[config.mk]
export PLATFORM = sky130hd
export DESIGN_NAME = chain_pos_seq
export DESIGN_NICKNAME = d
export VERILOG_FILES = /design/src/rtl/chain_pos_pkg.sv /design/src/rtl/chain_pos_ctrl.sv /design/src/rtl/chain_pos_dp.sv /design/src/rtl/chain_pos_seq.sv
export SDC_FILE = /design/constraint.sdc
export NUM_CORES = 1
export LEC_CHECK = 0
export ABC_AREA = 1
export BUFFER_PORTS_ARGS = -buffer_cell sky130_fd_sc_hd__buf_2
export CAP_MARGIN = 20
export CORE_AREA = 2 2 39 41
export CTS_CLUSTER_DIAMETER = 80
export DETAILED_ROUTE_END_ITERATION = 7
export DIE_AREA = 0 0 41 43
export HOLD_SLACK_MARGIN = 0.05
export PLACE_DENSITY = 0.7
export SLEW_MARGIN = 20
export SYNTH_ARGS = -nofsm -noshare
export SYNTH_HDL_FRONTEND = slang
export SYNTH_HIERARCHICAL = 1
export SYNTH_SLANG_ARGS = --single-unit
[constraint.sdc]
create_clock -name sckIn -period 1.8 [get_ports sckIn]
set_input_delay 0.09 -clock sckIn [delete_from_list [all_inputs] [get_ports sckIn]]
set_output_delay 0.09 -clock sckIn [all_outputs]
set_load 0.1 [all_outputs]
[src/rtl/chain_pos_pkg.sv]
package chain_pos_pkg;

  typedef enum logic [1:0] {
    ST_IDLE = 2'd0,
    ST_HOLD = 2'd1,
    ST_SEEK = 2'd2,
    ST_DONE = 2'd3
  } seqState_t;

  // one action per falling edge, issued by control to the datapath
  typedef struct packed {
    logic clearAll;
    logic loadOne;
    logic incCnt;
    logic latchCnt;
    logic latchZero;
  } seqStrobe_t;

endpackage

[src/rtl/chain_pos_ctrl.sv]
module chain_pos_ctrl
  import chain_pos_pkg::*;
(
  input  logic       sckIn,
  input  logic       rstIn,
  input  logic       sdiIn,
  input  logic       cntAtMax,
  output seqStrobe_t stb
);

  seqState_t stateQ;
  seqState_t stateNxt;

  always_comb begin
    stb      = '0;
    stateNxt = stateQ;
    if (rstIn) begin
      stb.clearAll = 1'b1;
      stateNxt     = ST_HOLD;
    end else begin
      unique case (stateQ)
        ST_HOLD: begin
          if (!sdiIn) begin
            stb.latchZero = 1'b1;
            stateNxt      = ST_DONE;
          end else begin
            stb.loadOne = 1'b1;
            stateNxt    = ST_SEEK;
          end
        end
        ST_SEEK: begin
          if (!sdiIn) begin
            stb.latchCnt = 1'b1;
            stateNxt     = ST_DONE;
          end else if (!cntAtMax) begin
            stb.incCnt = 1'b1;
          end
        end
        default: stateNxt = stateQ;
      endcase
    end
  end

  always_ff @(negedge sckIn) begin
    stateQ <= stateNxt;
  end

  // at most one action per edge
  always_comb begin
    p_one_action_r6: assert ($onehot0(stb));
  end

endmodule

[src/rtl/chain_pos_dp.sv]
module chain_pos_dp
  import chain_pos_pkg::*;
#(
  parameter int MAX_POS = 16
) (
  input  logic                         sckIn,
  input  logic                         rstIn,
  input  logic                         sdiIn,
  input  seqStrobe_t                   stb,
  output logic                         cntAtMax,
  output logic                         sdoOut,
  output logic                         regClear,
  output logic [$clog2(MAX_POS)-1:0]   devIndex,
  output logic                         indexValid
);

  localparam int POS_W = $clog2(MAX_POS);
  localparam logic [POS_W-1:0] MAX_IDX = POS_W'(MAX_POS - 1);
  localparam logic [POS_W-1:0] ONE_IDX = POS_W'(1);

  logic [POS_W-1:0] posCnt;
  logic [POS_W-1:0] devIndexQ;
  logic             validQ;
  logic             sdoQ;
  logic             regClearQ;

  always_ff @(negedge sckIn) begin
    regClearQ <= stb.clearAll;
    sdoQ      <= stb.clearAll ? 1'b1 : sdiIn;
    if (stb.clearAll) begin
      posCnt    <= '0;
      devIndexQ <= '0;
      validQ    <= 1'b0;
    end else begin
      if (stb.loadOne) posCnt <= ONE_IDX;
      if (stb.incCnt)  posCnt <= posCnt + ONE_IDX;
      if (stb.latchZero) begin
        devIndexQ <= '0;
        validQ    <= 1'b1;
      end
      if (stb.latchCnt) begin
        devIndexQ <= posCnt;
        validQ    <= 1'b1;
      end
    end
  end

  assign cntAtMax   = (posCnt == MAX_IDX);
  assign sdoOut     = sdoQ;
  assign regClear   = regClearQ;
  assign devIndex   = devIndexQ;
  assign indexValid = validQ;

  // the edge before the last one sampled reset, so the clear state must show
  p_reset_state_r3: assert property (@(negedge sckIn) disable iff (rstIn)
    $past(rstIn) |-> (sdoOut && regClear && !indexValid && devIndex == '0));

  // out of reset the serial output is the previous sampled input
  p_sdo_follow_r4: assert property (@(negedge sckIn) disable iff (rstIn)
    !$past(rstIn) |-> (sdoOut == $past(sdiIn) && !regClear));

  // valid only rises after an edge that saw serial input low
  p_rise_on_low_r6: assert property (@(negedge sckIn) disable iff (rstIn)
    $rose(indexValid) |-> !$past(sdiIn));

  // a latched index holds until the next reset
  p_index_hold_r8: assert property (@(negedge sckIn) disable iff (rstIn)
    indexValid |=> (indexValid && $stable(devIndex)));

  // a saturated count never wraps
  p_no_wrap_r10: assert property (@(negedge sckIn) disable iff (rstIn)
    (posCnt == MAX_IDX) |=> (posCnt == MAX_IDX));

endmodule

[src/rtl/chain_pos_seq.sv]
module chain_pos_seq
  import chain_pos_pkg::*;
#(
  parameter int MAX_POS = 16
) (
  input  logic                       sckIn,
  input  logic                       rstIn,
  input  logic                       cmdIn,
  input  logic                       sdiIn,
  output logic                       sdoOut,
  output logic                       regClear,
  output logic [$clog2(MAX_POS)-1:0] devIndex,
  output logic                       indexValid
);

  seqStrobe_t stb;
  logic       cntAtMax;
  logic       unusedCmd;

  // the command line plays no part in reset or discovery
  assign unusedCmd = cmdIn;

  chain_pos_ctrl u_ctrl (
    .sckIn    (sckIn),
    .rstIn    (rstIn),
    .sdiIn    (sdiIn),
    .cntAtMax (cntAtMax),
    .stb      (stb)
  );

  chain_pos_dp #(
    .MAX_POS (MAX_POS)
  ) u_dp (
    .sckIn      (sckIn),
    .rstIn      (rstIn),
    .sdiIn      (sdiIn),
    .stb        (stb),
    .cntAtMax   (cntAtMax),
    .sdoOut     (sdoOut),
    .regClear   (regClear),
    .devIndex   (devIndex),
    .indexValid (indexValid)
  );

endmodule

==> results of run 1 <==
-- sequential cells by signal (all words and copies together), names as in the netlist --
signal           count
u_ctrl/stateQ        2
u_dp/regClear        1
u_dp/sdoOut          1
u_dp/posCnt          4
u_dp/devIndex        4
u_dp/indexValid      1
-- power groups by stage --
stage                     clock network [mW]  registers, mW  logic [mW]
final                                  0.279          0.311      0.0945
after global routing                   0.334          0.311       0.102
after global placement                0.0514          0.314      0.0934
after detailed placement              0.0514          0.315      0.0943
after floorplan                       0.0514          0.342      0.0305
after CTS                              0.296          0.310      0.0948
-- Yosys cell counts --
| master | number |
|---|---|
| sky130_fd_sc_hd__nor2_2 | 1 |
| sky130_fd_sc_hd__nand3_1 | 1 |
| sky130_fd_sc_hd__nor3_1 | 1 |
| sky130_fd_sc_hd__buf_2 | 1 |
| sky130_fd_sc_hd__nand2_1 | 21 |
| sky130_fd_sc_hd__a21oi_1 | 10 |
| sky130_fd_sc_hd__o21ai_0 | 1 |
| sky130_fd_sc_hd__nand3b_1 | 2 |
| sky130_fd_sc_hd__dfxtp_1 | 13 |
| sky130_fd_sc_hd__nor2_1 | 7 |
| sky130_fd_sc_hd__inv_1 | 8 |
| sky130_fd_sc_hd__nand2_2 | 2 |
| sky130_fd_sc_hd__or2_2 | 1 |
| sky130_fd_sc_hd__nor2_4 | 1 |
| sky130_fd_sc_hd__ha_1 | 1 |
| sky130_fd_sc_hd__inv_2 | 2 |
| sky130_fd_sc_hd__buf_4 | 1 |
-- per-layer routing --
metal,vias up,GRT usage
met3,5,0.1047
li1,287,-
met5,-,0
met2,11,0.2406
met1,241,0.1213
met4,0,0.2067
-- worst reg2reg max path: cells and delay by family, from the launching register on --
family                   cells  cell delay (ns)
flip-flops                   1             0.33
adder cells (fa/ha/maj)      1             0.22
AND/OR/NAND/NOR              9             0.86
-- per-stage QoR --
step | area [um^2] | power (mW) | utilization
floorplan | 553.0 | 0.4241 | -
global placement | 763.2 | 0.4593 | 0.5515
detailed placement | 763.2 | 0.4602 | 0.5515
CTS | 830.8 | 0.7010 | 0.6004
global route | 830.8 | 0.7479 | 0.6004
finish | 830.8 | 0.6837 | 0.6004
-- cell families (layout without fill, tap and decap cells) --
family / after synthesis / after routing / synth area share
AOI/OAI and AO/OA: 11 / 11 / 0.1011
adders and majority gates: 1 / 1 / 0.02298
buffers and inverters: 12 / 41 / 0.09196
DFF: 13 / 13 / 0.4782
and+or+nand+nor: 37 / 37 / 0.3057
-- what timing repair did --
action | 4_1_cts | 5_1_grt
hold buffers | 0 | 0
endpoints found under the hold margin | 0 | 0
setup endpoints to repair | 7 | 7
pin swaps | 0 | 0
-- worst paths after layout --
path | from | end
worst max-delay path | u_dp/indexValid | indexValid
worst min-delay path | u_dp/indexValid | u_dp/indexValid
worst max register to register | u_dp/posCnt[0] | u_dp/posCnt[3]
worst min register to register | u_dp/indexValid | u_dp/indexValid
-- cell type report --
class                   count  area, um^2  area share
repair buffers             16       202.7      0.2440
clock buffers               3       22.52     0.02711
inverters                   8       30.03     0.03614
clock inverters            14       52.55     0.06325
multi-input cells          49       234.0      0.2816
flip-flops and latches     13       269.0      0.3238
well taps                  16       20.02     0.02410
==> results.txt, run 1 <==
* Hold slack: between 0.4 and 0.5 ns
* Highest-count cells in the layout ignoring fill and taps: 21 x sky130_fd_sc_hd__nand2_1, 20 x sky130_fd_sc_hd__inv_1, 10 x sky130_fd_sc_hd__a21oi_1
* Row Count: 14
- Data on the critical path arrives at its endpoint at between 1.5 and 2 ns.
- Cts bufs inserted: 3
- The detailed router finished its first iteration with 6 violations.
* Post-cts resize count: 0
- Number of buffer and inverter stages on the critical path: 1
* Slew Limit Fails: 0
- In this run the remaining antenna-violating nets after routing total 0.
- Slowest cell delay on critical path: between 0.3 and 0.4 ns
- Critical path, cell by cell: buf_12
- Global placer's final weighted congestion: ~0.86
- Fraction of the yosys area taken by sequential cells: 0.4782
- The number of antenna diodes in the final layout is 0.
- The initial antenna violation count was 0.
- Total wirelength of the detailed-routed design: around 1 mm
- Entering global routing, the biggest net connects 13 pins.
- In this run the worst path has a maximum fanout of 2.
* Count of vias placed by the detailed router: between 500 and 600
- Wire length of the first global-routing pass: about 1.8 mm
* Total congestion overflow: 0
* FF-to-FF setup slack: 0.28 ns
* Number of violations of the max-capacitance limit: 0
- For the pin with the worst max-slew slack, the measured transition is about 0.26 ns.
* 1st-pass router iterations: 3
* Routed wire length on met2: between 400 and 500 um
- Worst setup slack after layout: -0.04848 ns
* Post-synthesis cell count: 74
* Total of buffers placed on input and output ports: 9
* HP Class: register to register
- Area of the die: around 0.0018 mm^2
- The setup path with the least slack is of type register to primary output.
- CTS built an H-tree with a depth of 1.
- Run status: complete, but fails checks
- Core ar.: between 0.001 and 0.0015 mm^2
- TritonCTS built the clock tree.
* Synth warnings: 6
* Setup total negative slack: -0.2581 ns
* Family with the most delay on the worst path: flip-flops
- Power density normalized to cell area: between 800 and 900 mW/mm^2
- Fin nets: about 110
- Maximum number of buffers from clock root to sink: 2
* Total placed cells including tap cells: roughly 100
* Fraction of layout instances using a drive strength above 1: 0.3204
- The clock reaches the later pin of the worst-skew pair after 0.34 ns.
- DIE WIDTH: about 40 um
- Worst Skew: 0.01003 ns
- After detailed routing, the average wire length per cell comes to about 8.6 um.
* FILL cells: ~110
* Wire length on met1: between 400 and 500 um
* Internal power: 0.4557 mW
* Area grow syn2layout: 52.64%
* Vias in the first global route: roughly 550
* Number of synthesized register bits: 13
- Synthesis instantiated 17 different standard cells from the library.
* Count of endpoints failing setup in the final report: 7
* Clock Power Share: 0.408
- The share of total power dissipated in combinational logic is 0.138.
- The number of setup buffers added after CTS is 0.
* Path depth of the worst reg2reg path: 10
- Slowest cell on the critical path: sky130_fd_sc_hd__dfxtp_2
- Worst slew margin relative to its limit: 0.8285
- Required time at the worst-slack endpoint: 1.71 ns
- Signal routing reaches up to met4.
- Sinks on Clock Net: 13
- The checks that failed: setup timing.
- Endpoint kind of the worst setup timing path: primary output
- Pre-CTS setup slack: -0.1423 ns
* Post-Synthesis Net Count: between 70 and 80
- Sorting the synthesized cells by area gives the leading types as sky130_fd_sc_hd__dfxtp_1 48%, sky130_fd_sc_hd__nand2_1 14%, sky130_fd_sc_hd__a21oi_1 9.2%.
- Of the post-synthesis cell area, the dominant cell type holds 0.4782.
- The number of failing hold endpoints at the final stage came to 0.
- The worst-case IR drop observed on VDD is roughly 0.00034 V.
* Effective utilization at floorplan: 0.3933
* Depth of the critical timing path with buffers and inverters included: 1
- Pin placement for this block handled 11 I/O pins.
- Cell depth of the worst min-delay path: 2
* Global router's overall resource usage: 0.1667
* HPWL after detailed placement: ~740 um
* Via density per instance: about 4.6
- Psw: 0.2280 mW
- For this run, design rule violations remaining after detail routing come to 0.
* Leading cell type in the layout, fill and taps excluded: sky130_fd_sc_hd__nand2_1
- Post-synthesis instance area: ~540 um^2
* Die Y-Extent: 43 um
* Mean cell area of the mapped netlist: between 7 and 8 um^2
* Met3 layer wire length in the routed design: between 40 and 50 um
- Nature of the critical path startpoint: register
* Clock Pin Slew Worst Setup and Hold Paths: 0.04 ns
* Leakage: approximately 0.40 nW
* Setup repair after global routing missed its margin: true
- Portion of total power attributed to sequential cells: 0.454
* Net switching share of the total power: 0.3335
- The cell sitting at the root of the clock tree is a sky130_fd_sc_hd__clkbuf_4.
- Dominant cell type by area after synthesis: sky130_fd_sc_hd__dfxtp_1
- Once layout is complete, the cells apart from fillers number ~120.
(Power assumes the default switching activity.)
==> inputs of run 2 (changes only) <==
- ABC_AREA: 1 -> 0
- PLACE_DENSITY: 0.7 -> 0.68
==> run 2 against run 1 <==
Compared with the run above:
- the flow still finishes with violations (setup timing)
- critical endpoint is now u_dp/posCnt[3]
- final cell count shrank 14%
- power shrank 0.29%
- area after synthesis grew 2.1%
- setup slack lost 0.065 ns
- largest cell class is now multi-input gates
- synthesized cell count shrank 22%
- count of clock-buffer cells in the layout is the same
- routed wire length grew 2.2%
- clock skew is essentially flat
==> results.txt, run 2 <==
- Run status: complete, but fails checks
- Violated checks: setup timing
- Buffers inserted to repair hold after CTS numbered 0.
- Via density per instance: around 4.8
- Worst Skew: around 0.0097 ns
* Cell with the most instances after synthesis: sky130_fd_sc_hd__dfxtp_1
- Post-synthesis instance area: around 560 um^2
- Cell types with the highest counts after synthesis: 13 x sky130_fd_sc_hd__dfxtp_1, 10 x sky130_fd_sc_hd__nor2_1, 5 x sky130_fd_sc_hd__a21oi_1, 3 x sky130_fd_sc_hd__nor3b_1
* Required time at the worst-slack endpoint: between 1 and 1.5 ns
* Count of endpoints failing setup in the final report: 15
- After floorplanning, the core was divided into 14 placement rows.
- Dominant cell type by area after synthesis: sky130_fd_sc_hd__dfxtp_1
* Share of async-settable or async-resettable flops after synthesis: 0
* Number of top-level pins: 11
* FILL cells: approximately 120
- Synthesized-area fraction occupied by adder cells: 0.02252
- The slowest stage of the critical path belongs to the cell sky130_fd_sc_hd__or3b_4.
- Across every metal layer, demand over resource in global routing totals 0.1358.
- Crit path kind: input port to register
* Initial drt markers: 4
* Setup repair after global routing missed its margin: true
* Clock latency reported for the late side of the worst-skew pair: 0.34 ns
* Vias in the first global route: ~500
* Largest cells by area after synthesis: sky130_fd_sc_hd__dfxtp_1 47%, sky130_fd_sc_hd__nor2_1 6.8%, sky130_fd_sc_hd__a21oi_1 4.5%
* Xor/xnor share of the synthesized area: 0
* Max IR drop VDD: roughly 0.00043 V
- HPWL after detailed placement: roughly 700 um
* Maximum number of pins on one net before global-route repair: 16
* Mean cell area of the mapped netlist: 9.578 um^2
* Area of the die: 0.001763 mm^2
- Compound-gate portion of the synthesized area: 0.1126
- The cell count after synthesis came out at 58.
* Area grow syn2layout: 57.66%
- Count of distinct cell types in the synthesized netlist: 28
- TritonCTS built the clock tree.
* Die Y-Extent: between 40 and 50 um
- Post-route insts no fill: 102
* Highest-count cells in the layout ignoring fill and taps: 14 x sky130_fd_sc_hd__inv_1, 9 x sky130_fd_sc_hd__nor2_1, 7 x sky130_fd_sc_hd__buf_12, 7 x sky130_fd_sc_hd__buf_4, 7 x sky130_fd_sc_hd__dfxtp_2
- The repair_antennas step left the layout with diodes totalling 0.
- The largest single stage delay on the critical path is 0.37 ns.
- In this run, placement finished with an instance count of 86.
- In this run, synthesis inferred 0 flip-flops with an integrated enable.
- Of the post-synthesis cell area, the part taken by muxes is 0.01802.
- STA classifies the critical path endpoint as a register.
* Post-Synthesis Net Count: 63
- Of the total synthesized cell area, the portion taken by AND, OR, NAND and NOR gates is 0.3153.
- At the end of routability-driven placement, the weighted congestion stood at ~0.75.
* Final number of hold-violating endpoints: 0
* Leakage: about 0.42 nW
- Once detail routing completed, the nets flagged for antenna violations numbered 0.
- Initial antenna violation count: 0
- DIE WIDTH: roughly 40 um
- Routed length per placed instance: 10.24 um
- No sink is reached through more buffers than the 2 on the longest clock path.
* Fraction of the yosys area taken by sequential cells: 0.4685
- Family with the most delay on the worst path: simple AND/OR/NAND/NOR gates
- Number of violations of the max-capacitance limit: 0
- The core region is ~0.0014 mm^2.
- Summed over all layers, the routed wires come to ~1.0 mm.
* Nature of the critical path startpoint: input port
* Power density normalized to cell area: 778.4 mW/mm^2
- Sinks on Clock Net: 13
- Yosys top cell area share: 0.4685
- Total of buffers placed on input and output ports: 9
- Counting both buffers and inverters, the worst setup path holds a total of 2.
- Combinational family with the most area after synthesis: simple AND/OR/NAND/NOR gates
* Post-route DRC violation count: 0
- Actual slew at the worst max-slew pin: 0.2500 ns
- The net count of the finished layout is slightly above 90.
* Library cell used as clock root buffer: sky130_fd_sc_hd__clkbuf_4
- Walking the worst path, the cells encountered are buf_6, or3b_4, nor3b_2, buf_4, nand4_4, or2_0, a21oi_1.
- Primary FF master, synth: sky130_fd_sc_hd__dfxtp_1
* Count of vias placed by the detailed router: 490
* Synth warnings: 6
- The number of clock buffers added by TritonCTS is 3.
- Arrival time at the worst endpoint: roughly 1.3 ns
* Total congestion overflow: 0
* Number of synthesized register bits: 13
* Max H-tree Level: 1
- Of the cells placed in the final design, the portion with a size suffix greater than 1 is 0.4419.
- In this run the worst path has a maximum fanout of 5.
- Clock Pin Slew Worst Setup and Hold Paths: ~0.04 ns
- Leading cell type in the layout, fill and taps excluded: sky130_fd_sc_hd__inv_1
- The worst pin sits at a relative slew slack of 0.8331.
- Slew Limit Fails: 0
- Effective utilization at floorplan: 0.4014
- HP Class: register to register
* Worst setup slack after layout: -0.1135 ns
* Wire length of the first global-routing pass: ~1.7 mm
- 1st-pass router iterations: 3
* Setup total negative slack: -0.7408 ns
## run 2: cell types whose count changed after synthesis, moves of 2 or more
cell | before | now
sky130_fd_sc_hd__nor3b_1 | 0 | 3
sky130_fd_sc_hd__a21oi_1 | 10 | 5
sky130_fd_sc_hd__nand2_2 | 2 | 0
sky130_fd_sc_hd__nand2_1 | 21 | 1
sky130_fd_sc_hd__a22oi_1 | 0 | 2
sky130_fd_sc_hd__nor2_1 | 7 | 10
sky130_fd_sc_hd__inv_2 | 2 | 0
sky130_fd_sc_hd__inv_1 | 8 | 2
## run 2: layout make-up
cell class	count	area [um^2]	share of cell area
repair buffers	17	220.2	0.2514
clock inverters	14	52.55	0.06000
clock buffers	3	22.52	0.02571
well taps	16	20.02	0.02286
flip-flops and latches	13	269.0	0.3071
multi-input cells	39	291.5	0.3329
## run 2: cell families (layout without fill, tap and decap cells)
family	count (synthesis)	count (layout)
compound gates	10	10
fa+ha+maj	1	1
buf+inv	6	34
flops	13	13
mux	1	1
simple gates	27	27
## run 2: routing by layer
layer  up-vias  part of all wire  global-route usage
met2         6              0.50              0.2063
met5         -                 0                   0
met1       226              0.47              0.1327
li1        256                 -                   -
met3         2             0.016             0.05236
met4         0             0.013              0.1200
## run 2: power by group
group	internal, mW	switching, mW	total, mW
sequential	0.300	0.0105	0.311
combinational	0.0385	0.0507	0.0891
clock	0.117	0.164	0.282
## run 2: timing repair
action,4_1_cts,5_1_grt
buffers inserted,0,1
gates resized for setup,4,0
gates cloned,0,0
pin swaps,6,3
endpoints found under the setup margin,11,13
## run 2: per-stage QoR
stage	worst slack, ns	power, mW	hold WS (ns)	utilization	instance area (um^2)
finish	-0.1135	0.6817	0.5019	0.6329	875.8
global route	-0.1533	0.7294	0.5318	0.6329	875.8
CTS	-0.1069	0.6975	0.5041	0.6275	868.3
detailed placement	-0.5178	0.4505	0.4964	0.5642	780.7
global placement	-0.4839	0.4492	0.4856	0.5642	780.7
floorplan	-0.3590	0.4182	0.4607	-	588.1
## run 2: final timing paths
check	from	slack, ns	depth (start not counted)	end
max	rstIn	-0.11	7	u_dp/posCnt[3]
min	u_dp/posCnt[3]	0.50	2	u_dp/posCnt[3]
max reg2reg	u_dp/posCnt[0]	0.19	7	u_dp/posCnt[3]
min reg2reg	u_dp/posCnt[3]	0.50	2	u_dp/posCnt[3]
## run 2: worst register-to-register path: stages, from the launching register on
cell,delay [ns]
sky130_fd_sc_hd__dfxtp_1,0.37
sky130_fd_sc_hd__ha_1,0.26
sky130_fd_sc_hd__and3_1,0.18
sky130_fd_sc_hd__nor3b_2,0.18
sky130_fd_sc_hd__buf_4,0.17
sky130_fd_sc_hd__nand4_4,0.07
sky130_fd_sc_hd__or2_0,0.21
sky130_fd_sc_hd__a21oi_1,0.11
